**src/rtl/wrcomb_pkg.sv**
```systemverilog
package wrcomb_pkg;

  typedef enum logic [1:0] {
    SLOT_EMPTY = 2'd0,
    SLOT_FILL  = 2'd1,
    SLOT_DRAIN = 2'd2
  } slot_st_e;

endpackage

```
**src/rtl/wrcomb_slot.sv**
```systemverilog
module wrcomb_slot #(
  parameter int LANE_BITS  = 3,
  parameter int TAG_W      = 13,
  parameter int IDLE_LIMIT = 8
) (
  input  logic                       clk,
  input  logic                       rst,
  input  logic                       wr_en,
  input  logic                       alloc,
  input  logic [TAG_W-1:0]           wr_tag,
  input  logic [LANE_BITS-1:0]       wr_lane,
  input  logic [7:0]                 wr_byte,
  input  logic                       launch,
  input  logic                       free_i,
  input  logic [TAG_W-1:0]           snoop_tag,
  input  logic [LANE_BITS-1:0]       snoop_lane,
  output wrcomb_pkg::slot_st_e       st_o,
  output logic [TAG_W-1:0]           tag_o,
  output logic [(8<<LANE_BITS)-1:0]  data_o,
  output logic [(1<<LANE_BITS)-1:0]  mask_o,
  output logic                       idle_done,
  output logic                       snoop_match,
  output logic [7:0]                 snoop_byte
);
  import wrcomb_pkg::*;

  localparam int LANES = 1 << LANE_BITS;
  localparam int IW    = $clog2(IDLE_LIMIT + 1);

  slot_st_e          st_q;
  logic [TAG_W-1:0]  tag_q;
  logic [LANES-1:0]  mask_q;
  logic [IW-1:0]     idle_q;
  logic [8*LANES-1:0] data_q;
  logic [LANES-1:0]  lane_bit;

  assign lane_bit = LANES'(1) << wr_lane;

  always_ff @(posedge clk) begin
    if (rst) begin
      st_q   <= SLOT_EMPTY;
      tag_q  <= '0;
      mask_q <= '0;
      idle_q <= '0;
    end else begin
      if (free_i) begin
        st_q   <= SLOT_EMPTY;
        mask_q <= '0;
      end else if (launch) begin
        st_q <= SLOT_DRAIN;
      end
      if (wr_en) begin
        idle_q <= '0;
        if (alloc) begin
          st_q   <= SLOT_FILL;
          tag_q  <= wr_tag;
          mask_q <= lane_bit;
        end else begin
          mask_q <= mask_q | lane_bit;
        end
      end else if (st_q == SLOT_FILL && idle_q < IW'(IDLE_LIMIT)) begin
        idle_q <= idle_q + 1'b1;
      end
    end
  end

  // byte-lane storage, no reset so it maps onto plain RAM bits
  for (genvar g = 0; g < LANES; g++) begin : g_lane
    always_ff @(posedge clk) begin
      if (wr_en && wr_lane == LANE_BITS'(g))
        data_q[g*8 +: 8] <= wr_byte;
    end
  end

  assign st_o        = st_q;
  assign tag_o       = tag_q;
  assign data_o      = data_q;
  assign mask_o      = mask_q;
  assign idle_done   = (idle_q >= IW'(IDLE_LIMIT));
  assign snoop_match = (st_q != SLOT_EMPTY) && (tag_q == snoop_tag) && mask_q[snoop_lane];
  assign snoop_byte  = data_q[snoop_lane*8 +: 8];

  // data in flight must never be touched
  p_frozen_in_flight_r8: assert property (@(posedge clk) disable iff (rst)
    (st_q == SLOT_DRAIN) |-> !wr_en);

  // a flush only starts from an open buffer
  p_launch_from_fill_r5: assert property (@(posedge clk) disable iff (rst)
    launch |-> (st_q == SLOT_FILL));

  // a buffer is only released after its write was in flight
  p_free_from_drain_r11: assert property (@(posedge clk) disable iff (rst)
    free_i |-> (st_q == SLOT_DRAIN));

endmodule

```
**src/rtl/wrcomb_drain.sv**
```systemverilog
module wrcomb_drain #(
  parameter int TAG_W = 13,
  parameter int LANES = 8
) (
  input  logic                          clk,
  input  logic                          rst,
  input  wrcomb_pkg::slot_st_e [1:0]    st_i,
  input  logic [1:0]                    full_i,
  input  logic [1:0]                    idle_i,
  input  logic [1:0][TAG_W-1:0]         tag_i,
  input  logic [1:0][8*LANES-1:0]       data_i,
  input  logic [1:0][LANES-1:0]         mask_i,
  input  logic                          alloc_i,
  input  logic                          mem_ack,
  output logic                          head_o,
  output logic [1:0]                    count_o,
  output logic [1:0]                    launch_o,
  output logic [1:0]                    free_o,
  output logic                          mem_req,
  output logic [TAG_W-1:0]              mem_addr,
  output logic [8*LANES-1:0]            mem_data,
  output logic [LANES-1:0]              mem_be
);
  import wrcomb_pkg::*;

  logic       head_q;
  logic [1:0] count_q;
  logic       go;
  logic       done;

  // only the oldest buffer may start, and only one write is in flight
  assign go   = !mem_req && (st_i[head_q] == SLOT_FILL) &&
                (full_i[head_q] || count_q == 2'd2 || idle_i[head_q]);
  assign done = mem_req && mem_ack;

  assign launch_o = go   ? (2'b01 << head_q) : 2'b00;
  assign free_o   = done ? (2'b01 << head_q) : 2'b00;
  assign head_o   = head_q;
  assign count_o  = count_q;

  always_ff @(posedge clk) begin
    if (rst) begin
      head_q   <= 1'b0;
      count_q  <= 2'd0;
      mem_req  <= 1'b0;
      mem_addr <= '0;
      mem_data <= '0;
      mem_be   <= '0;
    end else begin
      count_q <= count_q + {1'b0, alloc_i} - {1'b0, done};
      if (done) begin
        mem_req <= 1'b0;
        head_q  <= ~head_q;
      end else if (go) begin
        mem_req  <= 1'b1;
        mem_addr <= tag_i[head_q];
        mem_data <= data_i[head_q];
        mem_be   <= mask_i[head_q];
      end
    end
  end

  p_count_max_r7: assert property (@(posedge clk) disable iff (rst)
    count_q <= 2'd2);

  p_both_busy_flush_r7: assert property (@(posedge clk) disable iff (rst)
    (count_q == 2'd2 && !mem_req) |=> mem_req);

  p_hold_until_ack_r11: assert property (@(posedge clk) disable iff (rst)
    (mem_req && !mem_ack) |=> (mem_req && $stable(mem_addr) &&
                               $stable(mem_data) && $stable(mem_be)));

  p_enables_present_r4: assert property (@(posedge clk) disable iff (rst)
    mem_req |-> (mem_be != '0));

endmodule

```
**src/rtl/wrcomb_top.sv**
```systemverilog
module wrcomb_top #(
  parameter int AW         = 16,
  parameter int LANE_BITS  = 3,
  parameter int IDLE_LIMIT = 8
) (
  input  logic                          clk,
  input  logic                          rst,
  input  logic                          wr_req,
  input  logic [AW-1:0]                 wr_addr,
  input  logic [7:0]                    wr_data,
  output logic                          wr_ack,
  input  logic [AW-1:0]                 snoop_addr,
  output logic                          snoop_hit,
  output logic [7:0]                    snoop_data,
  output logic                          mem_req,
  output logic [AW-LANE_BITS-1:0]       mem_addr,
  output logic [(8<<LANE_BITS)-1:0]     mem_data,
  output logic [(1<<LANE_BITS)-1:0]     mem_be,
  input  logic                          mem_ack
);
  import wrcomb_pkg::*;

  localparam int LANES = 1 << LANE_BITS;
  localparam int DW    = 8 * LANES;
  localparam int TAG_W = AW - LANE_BITS;

  // request stage
  logic                 s1_valid;
  logic [TAG_W-1:0]     s1_tag;
  logic [LANE_BITS-1:0] s1_lane;
  logic [7:0]           s1_byte;

  // slot state
  slot_st_e [1:0]             st;
  logic [1:0][TAG_W-1:0]      tag;
  logic [1:0][DW-1:0]         data;
  logic [1:0][LANES-1:0]      mask;
  logic [1:0]                 idle_done;
  logic [1:0]                 full;
  logic [1:0]                 launch;
  logic [1:0]                 free_s;
  logic [1:0]                 wr_en;
  logic [1:0]                 snp_match;
  logic [1:0][7:0]            snp_byte;
  logic                       head;
  logic [1:0]                 count;

  // placement decision
  logic [1:0] hit;
  logic       alloc_idx;
  logic       can_alloc;
  logic       take;
  logic       is_alloc;

  logic [TAG_W-1:0]     sn_tag;
  logic [LANE_BITS-1:0] sn_lane;

  assign sn_tag  = snoop_addr[AW-1:LANE_BITS];
  assign sn_lane = snoop_addr[LANE_BITS-1:0];

  always_comb begin
    for (int i = 0; i < 2; i++)
      hit[i] = s1_valid && (st[i] == SLOT_FILL) && (tag[i] == s1_tag) && !launch[i];
    alloc_idx = (count == 2'd0) ? head : ~head;
    can_alloc = (count != 2'd2) && (st[alloc_idx] == SLOT_EMPTY);
    take      = s1_valid && ((|hit) || can_alloc);
    is_alloc  = !(|hit);
    for (int i = 0; i < 2; i++)
      wr_en[i] = take && ((|hit) ? hit[i] : (alloc_idx == 1'(i)));
  end

  always_ff @(posedge clk) begin
    if (rst) begin
      s1_valid <= 1'b0;
      s1_tag   <= '0;
      s1_lane  <= '0;
      s1_byte  <= '0;
      wr_ack   <= 1'b0;
    end else begin
      wr_ack <= take;
      if (take) begin
        s1_valid <= 1'b0;
      end else if (wr_req && !s1_valid) begin
        s1_valid <= 1'b1;
        s1_tag   <= wr_addr[AW-1:LANE_BITS];
        s1_lane  <= wr_addr[LANE_BITS-1:0];
        s1_byte  <= wr_data;
      end
    end
  end

  for (genvar g = 0; g < 2; g++) begin : g_slot
    wrcomb_slot #(
      .LANE_BITS (LANE_BITS),
      .TAG_W     (TAG_W),
      .IDLE_LIMIT(IDLE_LIMIT)
    ) u_slot (
      .clk        (clk),
      .rst        (rst),
      .wr_en      (wr_en[g]),
      .alloc      (is_alloc),
      .wr_tag     (s1_tag),
      .wr_lane    (s1_lane),
      .wr_byte    (s1_byte),
      .launch     (launch[g]),
      .free_i     (free_s[g]),
      .snoop_tag  (sn_tag),
      .snoop_lane (sn_lane),
      .st_o       (st[g]),
      .tag_o      (tag[g]),
      .data_o     (data[g]),
      .mask_o     (mask[g]),
      .idle_done  (idle_done[g]),
      .snoop_match(snp_match[g]),
      .snoop_byte (snp_byte[g])
    );
    assign full[g] = &mask[g];
  end

  wrcomb_drain #(
    .TAG_W(TAG_W),
    .LANES(LANES)
  ) u_drain (
    .clk     (clk),
    .rst     (rst),
    .st_i    (st),
    .full_i  (full),
    .idle_i  (idle_done),
    .tag_i   (tag),
    .data_i  (data),
    .mask_i  (mask),
    .alloc_i (take && is_alloc),
    .mem_ack (mem_ack),
    .head_o  (head),
    .count_o (count),
    .launch_o(launch),
    .free_o  (free_s),
    .mem_req (mem_req),
    .mem_addr(mem_addr),
    .mem_data(mem_data),
    .mem_be  (mem_be)
  );

  // snoop: the newer buffer wins when both hold the byte
  always_ff @(posedge clk) begin
    if (rst) begin
      snoop_hit  <= 1'b0;
      snoop_data <= '0;
    end else begin
      snoop_hit <= |snp_match;
      if (snp_match[~head])
        snoop_data <= snp_byte[~head];
      else
        snoop_data <= snp_byte[head];
    end
  end

  p_ack_pulse_r2: assert property (@(posedge clk) disable iff (rst)
    wr_ack |=> !wr_ack);

  // one region never lives in two open buffers
  p_single_open_region_r3: assert property (@(posedge clk) disable iff (rst)
    !(st[0] == SLOT_FILL && st[1] == SLOT_FILL && tag[0] == tag[1]));

endmodule

```
**config.mk**
```make
export PLATFORM = sky130hd
export DESIGN_NAME = wrcomb_top
export DESIGN_NICKNAME = d
export VERILOG_FILES = /design/src/rtl/wrcomb_pkg.sv /design/src/rtl/wrcomb_slot.sv /design/src/rtl/wrcomb_drain.sv /design/src/rtl/wrcomb_top.sv
export SDC_FILE = /design/constraint.sdc
export NUM_CORES = 1
export LEC_CHECK = 0
export BUFFER_PORTS_ARGS = -buffer_cell sky130_fd_sc_hd__buf_4
export CAP_MARGIN = 40
export CORE_MARGIN = 2
export CORE_UTILIZATION = 53
export DETAILED_ROUTE_END_ITERATION = 6
export GPL_TIMING_DRIVEN = 0
export PLACE_DENSITY = 0.85
export SLEW_MARGIN = 10
export SYNTH_ARGS = -nofsm -noshare
export SYNTH_HDL_FRONTEND = slang
export SYNTH_SLANG_ARGS = --single-unit
```
**constraint.sdc**
```tcl
create_clock -name clk -period 2.7 [get_ports clk]
set_input_delay 0.54 -clock clk [delete_from_list [all_inputs] [get_ports clk]]
set_output_delay 0.54 -clock clk [all_outputs]
set_load 0.03 [all_outputs]
```
**After elaboration in Yosys (flattened, before gate mapping)**

Index checks and enable logic that the tools add are counted.

- Bits in registers: 306
- Output and inout bits: 96
- Logic and storage cells: 184

- Add/sub/neg operators: 4
- Equal/unequal tests: 16
- Magnitude comparators: 8
- Shifts and indexed selects: 4
- Bitwise gates (word level): 7
- Multiplexer cells: 44
- Reduce and logical (&&, ||, !) cells: 64

Operators with widths:

| kind | number |
|---|---|
| two-way mux 64 bit | 2 |
| variable part select 64 x 7 -> 8 bit | 2 |
| two-way mux 8 bit | 13 |
| == test 13 bit | 4 |
| logical AND 1 bit | 37 |
| two-way mux 2 bit | 14 |
| two-way mux 13 bit | 2 |
| bitwise OR 8 bit | 2 |
| AND reduction 8 bit | 2 |
| == test 3 bit, second input constant | 4 |
| OR reduction 2 bit | 6 |
| two-way mux 1 bit | 11 |
| adder 4 x 1 -> 4 bit, second input constant | 2 |
| greater-or-equal comparator 4 bit, second input constant | 2 |
| < comparator 4 bit, second input constant | 2 |
| AND reduction 2 bit | 4 |
| nonzero test 2 bit | 4 |
| << shifter 1 x 3 -> 8 bit, first input constant | 1 |
| binary-select mux 1 bit (select 3 bit) | 2 |
| == test 2 x 1 -> 1 bit, second input constant | 3 |
| == test 3 x 2 -> 1 bit, second input constant | 2 |
| < comparator 1 x 2 -> 1 bit, second input constant | 3 |
| logical NOT 1 bit | 5 |
| NOT 1 bit | 5 |
| 10 further kinds | 13 |

**Depth between registers and ports, before layout**

- Depth after elaboration: 15
- Gate-level depth with buffers: 12

**Hierarchy**

A second synthesis with hierarchy kept.

- Cells, all modules: 1,111
- Area total of the unflattened synthesis: 13,177.6 um^2

By module, submodules not included:

| module | cells an instance | seq. area each (um^2) | instances | area each (um^2) |
|---|---|---|---|---|
| wrcomb_drain | 417 | 1,781.7 | 1 | 4,087.7 |
| wrcomb_slot at g_slot[0].u_slot | 241 | 2,462.4 | 1 | 3,687.3 |
| wrcomb_slot at g_slot[1].u_slot | 241 | 2,462.4 | 1 | 3,683.5 |
| wrcomb_top | 212 | 700.7 | 1 | 1,719.1 |

**Least setup slack after synthesis**

OpenSTA, ideal clock, no wires.

- Path type: input to register
- From: input snoop_addr[0]
- To: register snoop_data[0]
- Path buffers: 3
- Required time: 2.576 ns
- Stages: 5
- Arrival: 2.517 ns
- Setup time: 0.124 ns
- Path slack: 0.058 ns
- Path through: buf_4 > buf_1 > clkbuf_1 > mux4_2 > a2111o_1

- Longest elaborated chain between the ends: 6
- Elaborated cells on any way between the ends: 15
- Those cells by class: shift (2); mux (11); reduce/logical (2)

RTL lines:

| element | RTL line | text |
|---|---|---|
| from (decl) | wrcomb_top.sv:12 | `input logic [AW-1:0] snoop_addr,` |
| parallel branches: the longest is 5 deep, another holds variable part select 64 x 7 -> 8 bit | -- |  |
| two-way mux 8 bit * | wrcomb_top.sv:151 | `if (snp_match[~head])` |
| to (signal assigned) | wrcomb_top.sv:152 | `snoop_data <= snp_byte[~head];` |
| to (signal assigned) | wrcomb_top.sv:154 | `snoop_data <= snp_byte[head];` |
| to (decl) | wrcomb_top.sv:14 | `output logic [7:0] snoop_data,` |

Mark *: on every way between the ends. The select of a mux whose other input is x is not followed.
A chain may end at the register's enable or synchronous reset.

**Worst setup path in the final report**

- From: register g_slot[0].u_slot.tag_q[6]
- To: register snoop_data[6]

- Longest elaborated chain between the ends: 6

RTL lines:

| element | RTL line | text |
|---|---|---|
| from (decl) | wrcomb_slot.sv:31 | `logic [TAG_W-1:0] tag_q;` |
| from (signal assigned) | wrcomb_slot.sv:56 | `tag_q <= wr_tag;` |
| == test 13 bit | wrcomb_slot.sv:80 | `assign snoop_match = (st_q != SLOT_EMPTY) && (tag_q == snoop_tag) && mask_q[snoop_lane];` |
| logical AND 1 bit (2 in a row) | wrcomb_slot.sv:80 |  |
| two-way mux 1 bit (not written as such) (2 in a row) | wrcomb_top.sv:151 |  |
| two-way mux 8 bit | wrcomb_top.sv:151 |  |

Every way passes these cells. The select of a mux whose other input is x is not followed.

==> results by group <==
Placed design
  • IO Port Bufs: roughly 140
  • Post-DP HPWL: between 20,000 and 30,000 um
  • DP Cell Count: between 1.5k and 2k
  • Setup WS pre-CTS: -0.730 ns
  • Routability-driven placement congestion ratio: a little under 1

Synth
  • Dominant cells by area after synthesis: edfxtp_1 29%, dfxtp_1 27%, mux2i_1 8.5%
  • Syn_nets: 1,237
  • Yosys cell types: 57
  • Cells after synthesis: around 1.2k
  • Register area share after synthesis: 0.555
  • Post-synth ARST share: 0
  • Syn Area/Cell: 11.2 um^2
  • Area share of the largest cell type after synthesis: 0.288
  • Yosys reg bits: 306
  • Yosys Warn Count: 0
  • Synthesized area: approximately 0.013 mm^2
  • Main synth FF type: dfxtp_1
  • Post-synth top area cell: edfxtp_1
  • EDFF count, synth: 128

Drt
  • Final WL: ~39,000 um
  • Initial drt markers: between 1k and 1.5k
  • WL/cell: 22.8 um
  • DR vias: approximately 11k
  • ANT nets after route: 0
  • DR pass1 iterations: 6
  • DRC viols: 0
  • Vias/cell: a little over 6

Critical path
  • Critical path peak fanout: 10
  • Levels on crit path: 7
  • Critical path destination: snoop_data[6]
  • R2r worst-path depth: 7
  • RR Startpoint: g_slot[0].u_slot.tag_o[6]
  • CP Buf/Inv Count: 1
  • CP Launch Type: flop
  • Critical path type: reg -> reg
  • Critical Path AT: between 3 and 4 ns
  • CP top delay family: simple AND/OR/NAND/NOR gates
  • Critical Path, Cell by Cell: xor2_1 > or4_1 > or4_4 > nor2_8 > buf_8 > o22ai_1 > a2111o_1
  • Reg-to-reg endpoint: snoop_data[6]
  • Critical Path RT: 3.12 ns
  • Flop2flop setup slack: around 0.027 ns
  • Worst setup EP type: flop
  • Crit path largest cell delay: approximately 0.6 ns
  • CP max-delay cell: or4_4
  • Worst Setup SP: g_slot[0].u_slot.tag_o[6]

Floorplan
  • Chip Width: around 160 um
  • Die height: between 150 and 200 um
  • FP Rows: slightly below 60
  • I/O pins: 140
  • Core area: 0.0250 mm^2
  • Starting Density: 0.535
  • Die area: 0.0265 mm^2

Layout
  • Multi-input gate area: 0.00581 mm^2
  • Layout cells sized above 1: 0.194
  • Final instance count without filler cells: between 1.5k and 2k
  • Most common cell after layout, fill and taps aside: dfxtp_1
  • Layout area overhead: 20.6%
  • FILL cells: about 1.9k
  • Reg area: between 0.007 and 0.008 mm^2
  • Antenna cells: 0
  • Commonest cells after routing, fill and taps aside: 177 x dfxtp_1, 145 x buf_4, 129 x nor2_1
  • Fin util: 0.645
  • Post-layout nets: approximately 1.4k

Timing
  • Max Fclk: 374 MHz
  • Max Slew Vio Count: 0
  • Setup violators final: 0
  • Relative slew slack: 0.414
  • Final TNS setup: 0 ns
  • Final WS setup: about 0.027 ns
  • Clock Skew: 0.0213 ns
  • Hold Vio Cnt, Final: 0
  • Crit path time final: about 2.7 ns
  • Final period util: 0.990
  • Worst-margin pin slew: between 0.8 and 0.9 ns

Global route
  • Vias in the first global route: ~10k
  • Tot GR Track Use: 0.290
  • Antenna violations before repair: 0
  • First-pass GRT wire length: 58,700 um
  • Total grt overflow: 0
  • Largest net degree at the start of global routing: 18

CTS
  • Post-CTS Hold Buffers: 0
  • TritonCTS clock tree: yes
  • Worst-Skew Late Latency: about 0.56 ns
  • CTS Root Cell: clkbuf_16
  • Number of buffers created by CTS: 30
  • Clk slew on worst S/H paths: 0.06 ns
  • Clock sink total: slightly above 300
  • H-tree Lvls: 1
  • CTS Buffer Depth: 3

Power
  • P per Cell Area: ~630 mW/mm^2
  • Maximum VDD drop: about 0.00053 V
  • Lkg Pwr: ~5.4 nW

Run status
  • Status: complete, no violations

Worst hold path
  • Hold WC Path Type: in -> reg

Flow run
  • Max Cap Violations: 0
-- worst min path at each step --
| stage | start | to | depth (start not counted) |
|---|---|---|---|
| 2_1_floorplan | s1_lane[1] | s1_lane[1] | 2 |
| 3_3_place_gp | s1_lane[1] | s1_lane[1] | 2 |
| 3_5_place_dp | s1_lane[0] | s1_lane[0] | 2 |
| 4_1_cts | wr_addr[6] | s1_tag[3] | 3 |
| 5_1_grt | wr_addr[7] | s1_tag[4] | 3 |
| 6_report | wr_addr[4] | s1_tag[1] | 3 |
-- cell type report --
type	count	area share
multi-input cells	782	0.361
inverters	15	0.00350
clock buffers	45	0.0546
repair buffers	144	0.0676
well taps	330	0.0257
plain buffers	80	0.0208
clock inverters	11	0.00684
flip-flops and latches	306	0.460
-- stage by stage --
stage / power, W / hold slack (ns) / area, um^2
after floorplan: 0.00562 / 0.465 / 13400
after global placement: 0.00591 / 0.477 / 14800
after detailed placement: 0.00594 / 0.490 / 14800
after CTS: 0.0101 / 0.224 / 16000
after global routing: 0.0103 / 0.238 / 16100
final: 0.0101 / 0.238 / 16100
-- cell usage after synthesis (20+ instances only) --
cell type,number
clkbuf_1,71
o22ai_1,26
mux2i_1,113
dfxtp_1,178
edfxtp_1,128
nand2_1,68
xnor2_1,47
a211oi_1,117
or3_1,34
nor2b_1,36
a21oi_1,32
mux4_2,20
nor2_1,145
-- sequential cells by signal (all words and copies together) (netlist names), 2 cells and up --
name	flops
g_slot.u_slot.data_o	128
u_drain.mem_data	64
g_slot.u_slot.tag_o	26
g_slot.u_slot.mask_o	16
s1_tag	13
u_drain.mem_addr	13
g_slot.u_slot.idle_q	8
s1_byte	8
snoop_data	8
u_drain.mem_be	8
g_slot.u_slot.st_o	4
s1_lane	3
u_drain.count_o	2
-- worst min-delay path, stage by stage --
cell	delay [ns]
buf_4	0.11
nand2_1	0.05
a21oi_1	0.05
-- metal layers --
layer  part of all wire  global-route usage
met5                  0                   0
met4              0.044               0.108
met3              0.095              0.0484
met2               0.48               0.491
met1               0.38               0.376
-- where the power goes --
group          switching, W  internal (W)
clock network       0.00174       0.00244
logic              0.000541      0.000328
registers          0.000126       0.00492
-- what timing repair did --
| item | 4_1_cts | 5_1_grt |
|---|---|---|
| buffers inserted | 2 | 2 |
| endpoints found under the hold margin | 0 | 0 |
| pin swaps | 2 | 2 |
| resized for setup | 36 | 35 |
| endpoints found under the setup margin | 180 | 206 |
-- cells by family after synthesis --
logic type / Yosys count / synth area share
AND/OR/NAND/NOR: 361 / 0.130
flip-flops: 306 / 0.555
AO/OA/AOI/OAI: 220 / 0.120
multiplexers: 135 / 0.120
buffers and inverters: 99 / 0.0298
XOR/XNOR: 60 / 0.0394
adder cells (fa/ha/maj): 6 / 0.00562
Power figures use the tool's default switching activity.
